## src/rtl/alu_pkg.sv

```systemverilog
package alu_pkg;

  localparam int STAT_W = 8;
  localparam int ARF_W  = 4;

  localparam int F_C   = 0;
  localparam int F_AC  = 1;
  localparam int F_Z   = 2;
  localparam int F_OV  = 3;
  localparam int F_PDN = 4;
  localparam int F_EXP = 5;

  typedef enum logic [3:0] {
    OP_ADD  = 4'd0,
    OP_ADC  = 4'd1,
    OP_SUB  = 4'd2,
    OP_SBC  = 4'd3,
    OP_DADJ = 4'd4,
    OP_AND  = 4'd5,
    OP_OR   = 4'd6,
    OP_XOR  = 4'd7,
    OP_CPL  = 4'd8,
    OP_ROL  = 4'd9,
    OP_ROR  = 4'd10,
    OP_ROLC = 4'd11,
    OP_RORC = 4'd12,
    OP_INC  = 4'd13,
    OP_DEC  = 4'd14,
    OP_PASS = 4'd15
  } alu_op_e;

endpackage

```

## src/rtl/alu_addsub.sv

```systemverilog
module alu_addsub #(
  parameter int W = 8
) (
  input  logic         clk,
  input  logic         rst_n,
  input  logic [W-1:0] a_i,
  input  logic [W-1:0] b_i,
  input  logic         sub_i,
  input  logic         cin_i,
  output logic [W-1:0] sum_o,
  output logic         c_o,
  output logic         ac_o,
  output logic         ov_o
);

  logic [W-1:0] bx;
  logic [W:0]   full;
  logic [W-1:0] low_part;
  logic [4:0]   nib0;

  always_comb begin
    bx       = sub_i ? ~b_i : b_i;
    full     = {1'b0, a_i} + {1'b0, bx} + {{W{1'b0}}, cin_i};
    low_part = {1'b0, a_i[W-2:0]} + {1'b0, bx[W-2:0]} + {{(W-1){1'b0}}, cin_i};
    nib0     = {1'b0, a_i[3:0]} + {1'b0, bx[3:0]} + {4'b0, cin_i};
    sum_o    = full[W-1:0];
    c_o      = full[W];
    ac_o     = nib0[4];
    ov_o     = low_part[W-1] ^ full[W];
  end

  // Signed overflow seen from operand and result signs
  assert_ov_sign_R4: assert property (@(posedge clk) disable iff (!rst_n)
    ov_o == ((a_i[W-1] == bx[W-1]) && (sum_o[W-1] != a_i[W-1])));

  // Plain subtraction: carry means A did not fall below B
  assert_sub_noborrow_R3: assert property (@(posedge clk) disable iff (!rst_n)
    (sub_i && cin_i) |-> (c_o == (a_i >= b_i)));

endmodule

```

## src/rtl/alu_decadj.sv

```systemverilog
module alu_decadj #(
  parameter int W = 8
) (
  input  logic [W-1:0] a_i,
  input  logic         c_i,
  input  logic         ac_i,
  output logic [W-1:0] res_o,
  output logic         c_o
);

  localparam int NIB = W / 4;

  logic [4:0] nib;
  logic       cy;
  logic       fix;

  always_comb begin
    cy    = 1'b0;
    nib   = 5'd0;
    fix   = 1'b0;
    res_o = a_i;
    for (int i = 0; i < NIB; i++) begin
      nib = {1'b0, a_i[4*i +: 4]} + {4'b0, cy};
      fix = (nib > 5'd9) || ((i == 0) && ac_i) || ((i == NIB - 1) && c_i);
      if (fix) nib = nib + 5'd6;
      res_o[4*i +: 4] = nib[3:0];
      cy = nib[4];
    end
    c_o = cy | c_i;
  end

endmodule

```

## src/rtl/alu_core.sv

```systemverilog
module alu_core
  import alu_pkg::*;
#(
  parameter int W = 8
) (
  input  logic             clk,
  input  logic             rst_n,
  input  logic [3:0]       op_i,
  input  logic [W-1:0]     a_i,
  input  logic [W-1:0]     b_i,
  input  logic             c_i,
  input  logic             ac_i,
  output logic [W-1:0]     res_o,
  output logic [ARF_W-1:0] flg_o,
  output logic [ARF_W-1:0] upd_o
);

  alu_op_e      op;
  logic         as_sub;
  logic         as_cin;
  logic [W-1:0] as_sum;
  logic         as_c;
  logic         as_ac;
  logic         as_ov;
  logic [W-1:0] da_res;
  logic         da_c;

  assign op     = alu_op_e'(op_i);
  assign as_sub = op_i[1];
  assign as_cin = op_i[0] ? c_i : op_i[1];

  alu_addsub #(.W(W)) u_addsub (
    .clk   (clk),
    .rst_n (rst_n),
    .a_i   (a_i),
    .b_i   (b_i),
    .sub_i (as_sub),
    .cin_i (as_cin),
    .sum_o (as_sum),
    .c_o   (as_c),
    .ac_o  (as_ac),
    .ov_o  (as_ov)
  );

  alu_decadj #(.W(W)) u_decadj (
    .a_i   (a_i),
    .c_i   (c_i),
    .ac_i  (ac_i),
    .res_o (da_res),
    .c_o   (da_c)
  );

  always_comb begin
    res_o = a_i;
    flg_o = '0;
    upd_o = '0;
    unique case (op)
      OP_ADD, OP_ADC, OP_SUB, OP_SBC: begin
        res_o       = as_sum;
        flg_o[F_C]  = as_c;
        flg_o[F_AC] = as_ac;
        flg_o[F_OV] = as_ov;
        upd_o       = 4'b1111;
      end
      OP_DADJ: begin
        res_o      = da_res;
        flg_o[F_C] = da_c;
        upd_o[F_C] = 1'b1;
      end
      OP_AND:  res_o = a_i & b_i;
      OP_OR:   res_o = a_i | b_i;
      OP_XOR:  res_o = a_i ^ b_i;
      OP_CPL:  res_o = ~a_i;
      OP_INC:  res_o = a_i + {{(W-1){1'b0}}, 1'b1};
      OP_DEC:  res_o = a_i - {{(W-1){1'b0}}, 1'b1};
      OP_ROL:  res_o = {a_i[W-2:0], a_i[W-1]};
      OP_ROR:  res_o = {a_i[0], a_i[W-1:1]};
      OP_ROLC: begin
        res_o      = {a_i[W-2:0], c_i};
        flg_o[F_C] = a_i[W-1];
        upd_o[F_C] = 1'b1;
      end
      OP_RORC: begin
        res_o      = {c_i, a_i[W-1:1]};
        flg_o[F_C] = a_i[0];
        upd_o[F_C] = 1'b1;
      end
      default: res_o = a_i;
    endcase
    case (op)
      OP_ADD, OP_ADC, OP_SUB, OP_SBC, OP_AND, OP_OR, OP_XOR,
      OP_CPL, OP_INC, OP_DEC: upd_o[F_Z] = 1'b1;
      default: upd_o[F_Z] = upd_o[F_Z];
    endcase
    flg_o[F_Z] = (res_o == '0);
  end

  // Plain rotates and pass never request a flag update
  assert_rot_noflag_R7: assert property (@(posedge clk) disable iff (!rst_n)
    (op_i == 4'd9 || op_i == 4'd10 || op_i == 4'd15) |-> (upd_o == '0));

endmodule

```

## src/rtl/alu_status_reg.sv

```systemverilog
module alu_status_reg
  import alu_pkg::*;
(
  input  logic              clk,
  input  logic              rst_n,
  input  logic              exec_i,
  input  logic [ARF_W-1:0]  flg_i,
  input  logic [ARF_W-1:0]  upd_i,
  input  logic              sw_wr_i,
  input  logic [ARF_W-1:0]  sw_flags_i,
  input  logic              pwrup_i,
  input  logic              clrwdt_i,
  input  logic              halt_i,
  input  logic              wdto_i,
  output logic [STAT_W-1:0] status_o
);

  logic [ARF_W-1:0] ar_q, ar_n;
  logic             pdn_q, pdn_n;
  logic             exp_q, exp_n;
  logic             ar_en, pw_en;

  always_comb begin
    ar_en = sw_wr_i | exec_i;
    ar_n  = ar_q;
    if (sw_wr_i) begin
      ar_n = sw_flags_i;
    end else begin
      for (int i = 0; i < ARF_W; i++) begin
        if (upd_i[i]) ar_n[i] = flg_i[i];
      end
    end
  end

  always_comb begin
    pw_en = pwrup_i | clrwdt_i | halt_i | wdto_i;
    pdn_n = pdn_q;
    exp_n = exp_q;
    if (pwrup_i) begin
      pdn_n = 1'b0;
      exp_n = 1'b0;
    end else begin
      if (clrwdt_i)    pdn_n = 1'b0;
      else if (halt_i) pdn_n = 1'b1;
      if (wdto_i)                 exp_n = 1'b1;
      else if (clrwdt_i | halt_i) exp_n = 1'b0;
    end
  end

  always_ff @(posedge clk or negedge rst_n) begin
    if (!rst_n)     ar_q <= '0;
    else if (ar_en) ar_q <= ar_n;
  end

  always_ff @(posedge clk or negedge rst_n) begin
    if (!rst_n) begin
      pdn_q <= 1'b0;
      exp_q <= 1'b0;
    end else if (pw_en) begin
      pdn_q <= pdn_n;
      exp_q <= exp_n;
    end
  end

  assign status_o = {2'b00, exp_q, pdn_q, ar_q};

  assert_pwrup_clears_R12: assert property (@(posedge clk) disable iff (!rst_n)
    pwrup_i |=> (!pdn_q && !exp_q));

  assert_expiry_sets_R11: assert property (@(posedge clk) disable iff (!rst_n)
    (wdto_i && !pwrup_i) |=> exp_q);

  assert_halt_sets_pdn_R10: assert property (@(posedge clk) disable iff (!rst_n)
    (halt_i && !clrwdt_i && !pwrup_i) |=> pdn_q);

  assert_sw_keeps_power_R9: assert property (@(posedge clk) disable iff (!rst_n)
    (sw_wr_i && !pw_en) |=> (pdn_q == $past(pdn_q) && exp_q == $past(exp_q)));

  assert_sw_loads_flags_R9: assert property (@(posedge clk) disable iff (!rst_n)
    sw_wr_i |=> (status_o[3:0] == $past(sw_flags_i)));

  assert_idle_holds_R8: assert property (@(posedge clk) disable iff (!rst_n)
    (!sw_wr_i && !exec_i) |=> $stable(status_o[3:0]));

endmodule

```

## src/rtl/alu_status_unit.sv

```systemverilog
module alu_status_unit
  import alu_pkg::*;
#(
  parameter int W = 8
) (
  input  logic              clk,
  input  logic              rst_n,
  input  logic              exec_i,
  input  logic [3:0]        op_i,
  input  logic [W-1:0]      a_i,
  input  logic [W-1:0]      b_i,
  output logic [W-1:0]      res_o,
  output logic [STAT_W-1:0] status_o,
  input  logic              sw_wr_i,
  input  logic [ARF_W-1:0]  sw_flags_i,
  input  logic              pwrup_i,
  input  logic              clrwdt_i,
  input  logic              halt_i,
  input  logic              wdto_i
);

  logic             rst_meta_q;
  logic             rst_sync_q;
  logic [ARF_W-1:0] flg;
  logic [ARF_W-1:0] upd;

  always_ff @(posedge clk or negedge rst_n) begin
    if (!rst_n) begin
      rst_meta_q <= 1'b0;
      rst_sync_q <= 1'b0;
    end else begin
      rst_meta_q <= 1'b1;
      rst_sync_q <= rst_meta_q;
    end
  end

  alu_core #(.W(W)) u_core (
    .clk   (clk),
    .rst_n (rst_sync_q),
    .op_i  (op_i),
    .a_i   (a_i),
    .b_i   (b_i),
    .c_i   (status_o[F_C]),
    .ac_i  (status_o[F_AC]),
    .res_o (res_o),
    .flg_o (flg),
    .upd_o (upd)
  );

  alu_status_reg u_stat (
    .clk        (clk),
    .rst_n      (rst_sync_q),
    .exec_i     (exec_i),
    .flg_i      (flg),
    .upd_i      (upd),
    .sw_wr_i    (sw_wr_i),
    .sw_flags_i (sw_flags_i),
    .pwrup_i    (pwrup_i),
    .clrwdt_i   (clrwdt_i),
    .halt_i     (halt_i),
    .wdto_i     (wdto_i),
    .status_o   (status_o)
  );

endmodule

```

## config.mk

```make
export PLATFORM = sky130hd
export DESIGN_NAME = alu_status_unit
export DESIGN_NICKNAME = d
export VERILOG_FILES = /design/src/rtl/alu_pkg.sv /design/src/rtl/alu_addsub.sv /design/src/rtl/alu_decadj.sv /design/src/rtl/alu_core.sv /design/src/rtl/alu_status_reg.sv /design/src/rtl/alu_status_unit.sv
export SDC_FILE = /design/constraint.sdc
export NUM_CORES = 1
export LEC_CHECK = 0
export CORE_MARGIN = 2
export CORE_UTILIZATION = 53
export DETAILED_ROUTE_END_ITERATION = 10
export DONT_BUFFER_PORTS = 1
export PLACE_DENSITY = 0.76
export SLEW_MARGIN = 10
export SYNTH_ARGS = -nofsm -noshare
export SYNTH_HDL_FRONTEND = slang
export SYNTH_HIERARCHICAL = 1
export SYNTH_SLANG_ARGS = --single-unit
```

## constraint.sdc

```tcl
create_clock -name clk -period 5.5 [get_ports clk]
set_clock_uncertainty 0.2 [all_clocks]
set_input_delay 0.275 -clock clk [delete_from_list [all_inputs] [get_ports clk]]
set_output_delay 0.275 -clock clk [all_outputs]
set_load 0.01 [all_outputs]
```

# Word level (Yosys, flattened, before mapping)
# Index checks and enable logic that the tools add are counted.
# word_totals
reg_bits	8
input_bits	32
elab_cells	88
# op_classes
add_sub_neg	11
magnitude_cmp	2
n_eq_ne	14
muxes	22
bitwise_logic	12
n_reduce_logical	19
# op_table
op	n
8-bit one-hot mux with 12 select lines	1
4-bit == test, second input constant	7
4-bit by 3-bit == test with 1-bit output, second input constant	4
8-bit inverter	2
1-bit 2-to-1 mux	15
2-bit AND reduction	6
5-bit 2-to-1 mux	2
10-bit OR reduction	1
8-bit by 8-bit adder with 9-bit output	1
9-bit by 1-bit adder with 9-bit output	1
7-bit by 7-bit adder with 8-bit output	1
8-bit by 1-bit adder with 8-bit output	1
8-bit by 1-bit adder with 8-bit output, second input constant	1
8-bit AND	1
4-bit by 2-bit == test with 1-bit output, second input constant	2
8-bit logical NOT	1
8-bit 2-to-1 mux	1
8-bit bitwise OR	1
2-bit nonzero test	4
8-bit by 1-bit subtractor with 8-bit output, second input constant	1
8-bit XOR	1
7-bit OR reduction	1
1-bit bitwise OR	6
3-bit nonzero test	2
other kinds (15)	16

# Longest topological paths before layout
# logic_depth
word_depth	11
depth_mapped	20
ltp_nobuf	18

# By module
# The synthesis kept the hierarchy.
# modules_own_cells
module	instances	cells_each	area_each_um2	seq_area_each_um2
alu_core	1	229	1722.9	0.0
alu_decadj	1	70	479.2	0.0
alu_addsub	1	52	426.7	0.0
alu_status_reg	1	32	325.3	150.1
alu_status_unit	1	3	53.8	50.0

# Least setup slack after synthesis
# OpenSTA, ideal clock, no wires.
# synth_timing
path_type	input -> register
from	in op_i[0]
to	reg u_stat.ar_q[2]
arrival_time_ps	3681
slack_ps	1553
cell_stages	20
n_path_buf	3
cell_sequence	buf_6 > buf_2 > buf_1 > o21ai_0 > inv_1 > fa_1 > fa_1 > nand2b_1 > a21oi_2 > a21o_2 > a21oi_1 > xnor2_1 > nand2b_1 > a21oi_1 > or4_1 > a21oi_1 > nor2_1 > nor4_1 > and3_1 > o31a_1
# synth_via
elab_chain_cells	6
# synth_lines
item	line_no	source
from (decl)	alu_status_unit.sv:9	input logic [3:0] op_i,
1-bit 2-to-1 mux	alu_core.sv:30	assign as_cin = op_i[0] ? c_i : op_i[1];
net u_core.as_cin	alu_core.sv:20	logic as_cin;
9-bit by 1-bit adder with 9-bit output	alu_addsub.sv:23	full = {1'b0, a_i} + {1'b0, bx} + {{W{1'b0}}, cin_i};
net u_core.as_sum[6]	alu_core.sv:21	logic [W-1:0] as_sum;
8-bit one-hot mux with 12 select lines	alu_core.sv:57	unique case (op)
net res_o[6]	alu_status_unit.sv:12	output logic [W-1:0] res_o,
8-bit logical NOT	alu_core.sv:95	flg_o[F_Z] = (res_o == '0);
net flg[2]	alu_status_unit.sv:24	logic [ARF_W-1:0] flg;
1-bit 2-to-1 mux	alu_status_reg.sv:30	if (upd_i[i]) ar_n[i] = flg_i[i];
4-bit 2-to-1 mux	alu_status_reg.sv:26	if (sw_wr_i) begin
to (signal assigned)	alu_status_reg.sv:52	else if (ar_en) ar_q <= ar_n;
to (decl)	alu_status_reg.sv:18	logic [ARF_W-1:0] ar_q, ar_n;
# The timed path passes the listed nets, and every way through them passes these cells. The select of a mux whose other input is x is not followed.
# A chain may end at the register's enable or synchronous reset.

# Final worst setup path
# layout_timing
from	reg u_stat.ar_q[0]
to	reg u_stat.ar_q[2]
# layout_via
elab_chain_cells	6
# layout_lines
item	line_no
1-bit 2-to-1 mux	alu_core.sv:30
net u_core.as_cin	alu_core.sv:20
9-bit by 1-bit adder with 9-bit output	alu_addsub.sv:23
net u_core.as_sum[6]	alu_core.sv:21
8-bit one-hot mux with 12 select lines	alu_core.sv:57
net res_o[6]	alu_status_unit.sv:12
8-bit logical NOT	alu_core.sv:95
net flg[2]	alu_status_unit.sv:24
1-bit 2-to-1 mux	alu_status_reg.sv:30
4-bit 2-to-1 mux	alu_status_reg.sv:26
# The timed path passes the listed nets, and every way through them passes these cells. The select of a mux whose other input is x is not followed.

==> key figures <==
Floorplan
  • Core Box Area: 0.00551 sq mm
  • Die area: 0.00629 sq mm
  • Die Ht: 79.3 microns
  • # rows: 27
  • Die W: 79.3 microns
  • I/O pin total: 48
  • Initial core utilization: 54.6%

Cells and area
  • Layout cells sized above 1: 10.4%
  • Final Net Count: 429
  • Ant. Diodes: 0
  • Synth-to-layout area growth: -1.58%

Min path
  • Hold path cells: 1
  • Worst hold path type: in2reg
  • Hold_sp: sw_wr_i
  • Hold endpoint: u_stat/ar_q[3]$_DFFE_PN0P_

Setup path
  • Worst R2R Path Depth: 18
  • CP cell instances: nand2_1, o21ai_0, inv_1, fa_1, fa_1, nand2b_1, a21oi_2, a21o_2, a21oi_1, xnor2_1, nand2b_1, a21oi_1, or4_1, a21oi_1, nor2_1, nor4_1, and3_1, o31a_1
  • Crit. End Element: flip-flop
  • Largest delay contributor family on the critical path: simple AND/OR/NAND/NOR gates
  • R2R Path Start: u_stat/ar_q[0]$_DFFE_PN0P_
  • Crit path kind: reg2reg
  • Critical Path Most Common Cell: a21oi_1
  • CP arrival: 4.53 ns
  • Nature of the critical path startpoint: flip-flop
  • CP max FO: 12
  • Crit-path slowest cell: dfrtp_1
  • Reg2Reg Setup Slack: 0.93 ns
  • Buf/Inv on CP: 1
  • CP peak stage delay: 0.60 ns
  • Worst EP required: 5.46 ns
  • Worst reg2reg path endpoint: u_stat/ar_q[2]$_DFFE_PN0P_

Clock tree
  • TritonCTS buffer count: 3
  • Worst-Skew Late Latency: 0.22 ns
  • CTS Sinks: 8
  • Clock transition at path regs: 0.04 ns
  • Post-CTS sizing: 0
  • Max clock buf depth: 2
  • CTS tree: done
  • Number of post-CTS setup repair buffers: 0
  • H-tree depth: 1
  • Clock Tree Root: clkbuf_8

Drt
  • Avg WL per Cell: 17.8 microns
  • Routed wire length: 7.76 mm
  • 1st-iter DRT viols: 328
  • DRC: 0
  • Vias: 2861
  • Initial DRT Pass Iterations: 5
  • Drt via density: 6.55
  • Detail Route Antenna Nets: 0

GRT
  • Initial antenna violation count: 0
  • Vias in the first global route: 2527
  • Global-route wire length before repair: 12.2 mm
  • GR Util All Layers: 23.8%
  • Largest net degree at the start of global routing: 44
  • Gr ovfl total: 0

Power and ir drop
  • Power Dens Cells: 129 mW/mm^2
  • Psw: 0.154 mW
  • Combinational group share of total power: 63.3%
  • Leakage power total: 1.28 nW
  • P_int: 0.227 mW
  • Worst IR drop on VDD: 0.129 mV
  • Clock Power Share: 18.1%
  • Power, Total: 0.381 mW
  • Power share of the sequential group: 18.6%
  • Switching fraction of total power: 40.5%

Yosys
  • Synth top area share: 11.6%
  • Sequential fraction of the synthesis area: 6.66%
  • Yosys reg bits: 8
  • Post-synth EDFFs: 0
  • Yosys top cell by area: ha_1
  • Mapped cell area: 0.00301 sq mm
  • Ys async rst share: 100%
  • Yosys warns: 6
  • Syn Area/Cell: 7.79 sq um
  • Netlist cell types: 88
  • Gate Count Post-Synth: 386
  • Largest cells by area after synthesis: ha_1 (12%), dfrtp_1 (6.7%), inv_1 (4.0%)
  • Synth Flop Type: dfrtp_1

Timing
  • Setup TNS: 0 ns
  • RSZ-0062 raised after global routing: false
  • Relative slew slack: 61.3%
  • Min Tclk post-route: 4.57 ns
  • Final worst slack: 0.927 ns
  • Max Fclk: 219 MHz
  • Final Max Slew Viols: 0
  • # setup viols final: 0
  • Final hold violation count: 0
  • Slew @ Worst Pin: 0.576 ns
  • Tcrit/Tclk final: 83.1%

Outcome
  • Outcome: finished, final reports clean

Placement
  • HPWL Detailed: 5.69 mm
  • Placement Setup Slack: 1.08 ns
  • IO buf count: 0
  • Routability cong.: 0.920

Flow run
  • Max Cap Viol: 0
[metal layers]
metal,up-vias,GRT usage [%],wire length [microns]
met4,0,3.79,46
met1,1379,31.6,3370
met2,118,40.8,3730
li1,1361,-,-
met3,3,4.09,614
met5,-,0,0
[sequential cells by signal, indices dropped and copies added, names as in the netlist]
| register | cells |
|---|---|
| rst_sync_q | 1 |
| u_stat/pdn_q | 1 |
| u_stat/exp_q | 1 |
| rst_meta_q | 1 |
| u_stat/ar_q | 4 |
[cells in the final DEF, fill, tap and decap left out, types with 3 or more instances in the layout]
cell | Yosys | routed
inv_1 | 32 | 32
ha_1 | 28 | 28
nor2_1 | 25 | 25
nand2b_1 | 17 | 17
a21oi_1 | 16 | 16
nor3_1 | 14 | 14
nand2_1 | 13 | 13
xor2_1 | 12 | 12
nor2b_1 | 12 | 12
o21ai_0 | 11 | 11
xnor2_1 | 11 | 11
dfrtp_1 | 8 | 8
and3_1 | 8 | 8
dlygate4sd3_1 | 0 | 7
a211oi_1 | 7 | 7
a21o_1 | 7 | 7
nand3_1 | 6 | 6
o22ai_1 | 6 | 6
a32oi_1 | 6 | 6
a21boi_0 | 5 | 5
mux2i_1 | 5 | 5
mux2_2 | 5 | 5
o21a_1 | 5 | 5
and2_1 | 4 | 4
a22oi_1 | 4 | 4
o31a_1 | 4 | 4
clkbuf_8 | 4 | 3
conb_1 | 2 | 3
or3_1 | 3 | 3
a31oi_1 | 3 | 3
o221ai_1 | 3 | 3
a211o_1 | 3 | 3
a221o_1 | 3 | 3
[worst max-delay path by stage]
stage | endpoint | depth (start not counted) | startpoint
global route | u_stat/ar_q[2]$_DFFE_PN0P_ | 18 | u_stat/ar_q[0]$_DFFE_PN0P_
floorplan | u_stat/ar_q[2]$_DFFE_PN0P_ | 20 | op_i[0]
detailed placement | u_stat/ar_q[2]$_DFFE_PN0P_ | 18 | u_stat/ar_q[0]$_DFFE_PN0P_
CTS | u_stat/ar_q[2]$_DFFE_PN0P_ | 18 | u_stat/ar_q[0]$_DFFE_PN0P_
finish | u_stat/ar_q[2]$_DFFE_PN0P_ | 18 | u_stat/ar_q[0]$_DFFE_PN0P_
global placement | u_stat/ar_q[2]$_DFFE_PN0P_ | 18 | u_stat/ar_q[0]$_DFFE_PN0P_
[layout make-up]
type                    count  area (sq um)
fillers                   530          2550
multi-input cells         314          2430
flip-flops and latches      8           200
inverters                  33           124
well taps                  72          90.1
repair buffers              7          70.1
clock buffers               3          41.3
[cells by family (layout without fill, tap and decap cells)]
family                     after synthesis  count (layout)  share of synthesized area [%]
muxes                                   13              13                           5.41
adders and majority gates               30              30                           13.0
AOI/OAI and AO/OA                      106             106                           26.7
DFF                                      8               8                           6.66
and+or+nand+nor                        139             139                           28.8
other                                    2               3                          0.250
xor gates and xnor gates                23              23                           6.70
buffers and inverters                   65              43                           12.5
[Yosys cell counts (8+ instances only)]
cell type and count:
dfrtp_1 8, o21ai_0 11, nand2_1 13, a21oi_1 16
buf_4 9, xnor2_1 11, nor3_1 14, xor2_1 12
nor2b_1 12, and3_1 8, buf_2 11, nor2_1 25
inv_1 32, ha_1 28, nand2b_1 17
[per-stage QoR]
step	instances	hold WS (ns)	cell area, sq um	util, %
3_3_place_gp	427	-0.221	2850	51.7
4_1_cts	436	0.00455	2950	53.6
3_5_place_dp	427	-0.221	2850	51.7
5_1_grt	437	0.0123	2960	53.8
2_1_floorplan	387	-0.221	3010	-
6_report	437	0.0103	2960	53.8
[power groups by stage]
stage / Combinational [mW] / Clock (mW) / Sequential, mW
2_1_floorplan: 0.225 / 0 / 0.0688
3_3_place_gp: 0.225 / 0 / 0.0725
3_5_place_dp: 0.232 / 0 / 0.0727
4_1_cts: 0.238 / 0.0703 / 0.0712
5_1_grt: 0.264 / 0.0735 / 0.0721
6_report: 0.241 / 0.0690 / 0.0711
[timing repair]
item / 4_1_cts / 5_1_grt
endpoints found under the setup margin: 0 / 0
hold buffers: 6 / 1
hold endpoints to repair: 11 / 1
Note: power is estimated with default switching activity, not from simulation.
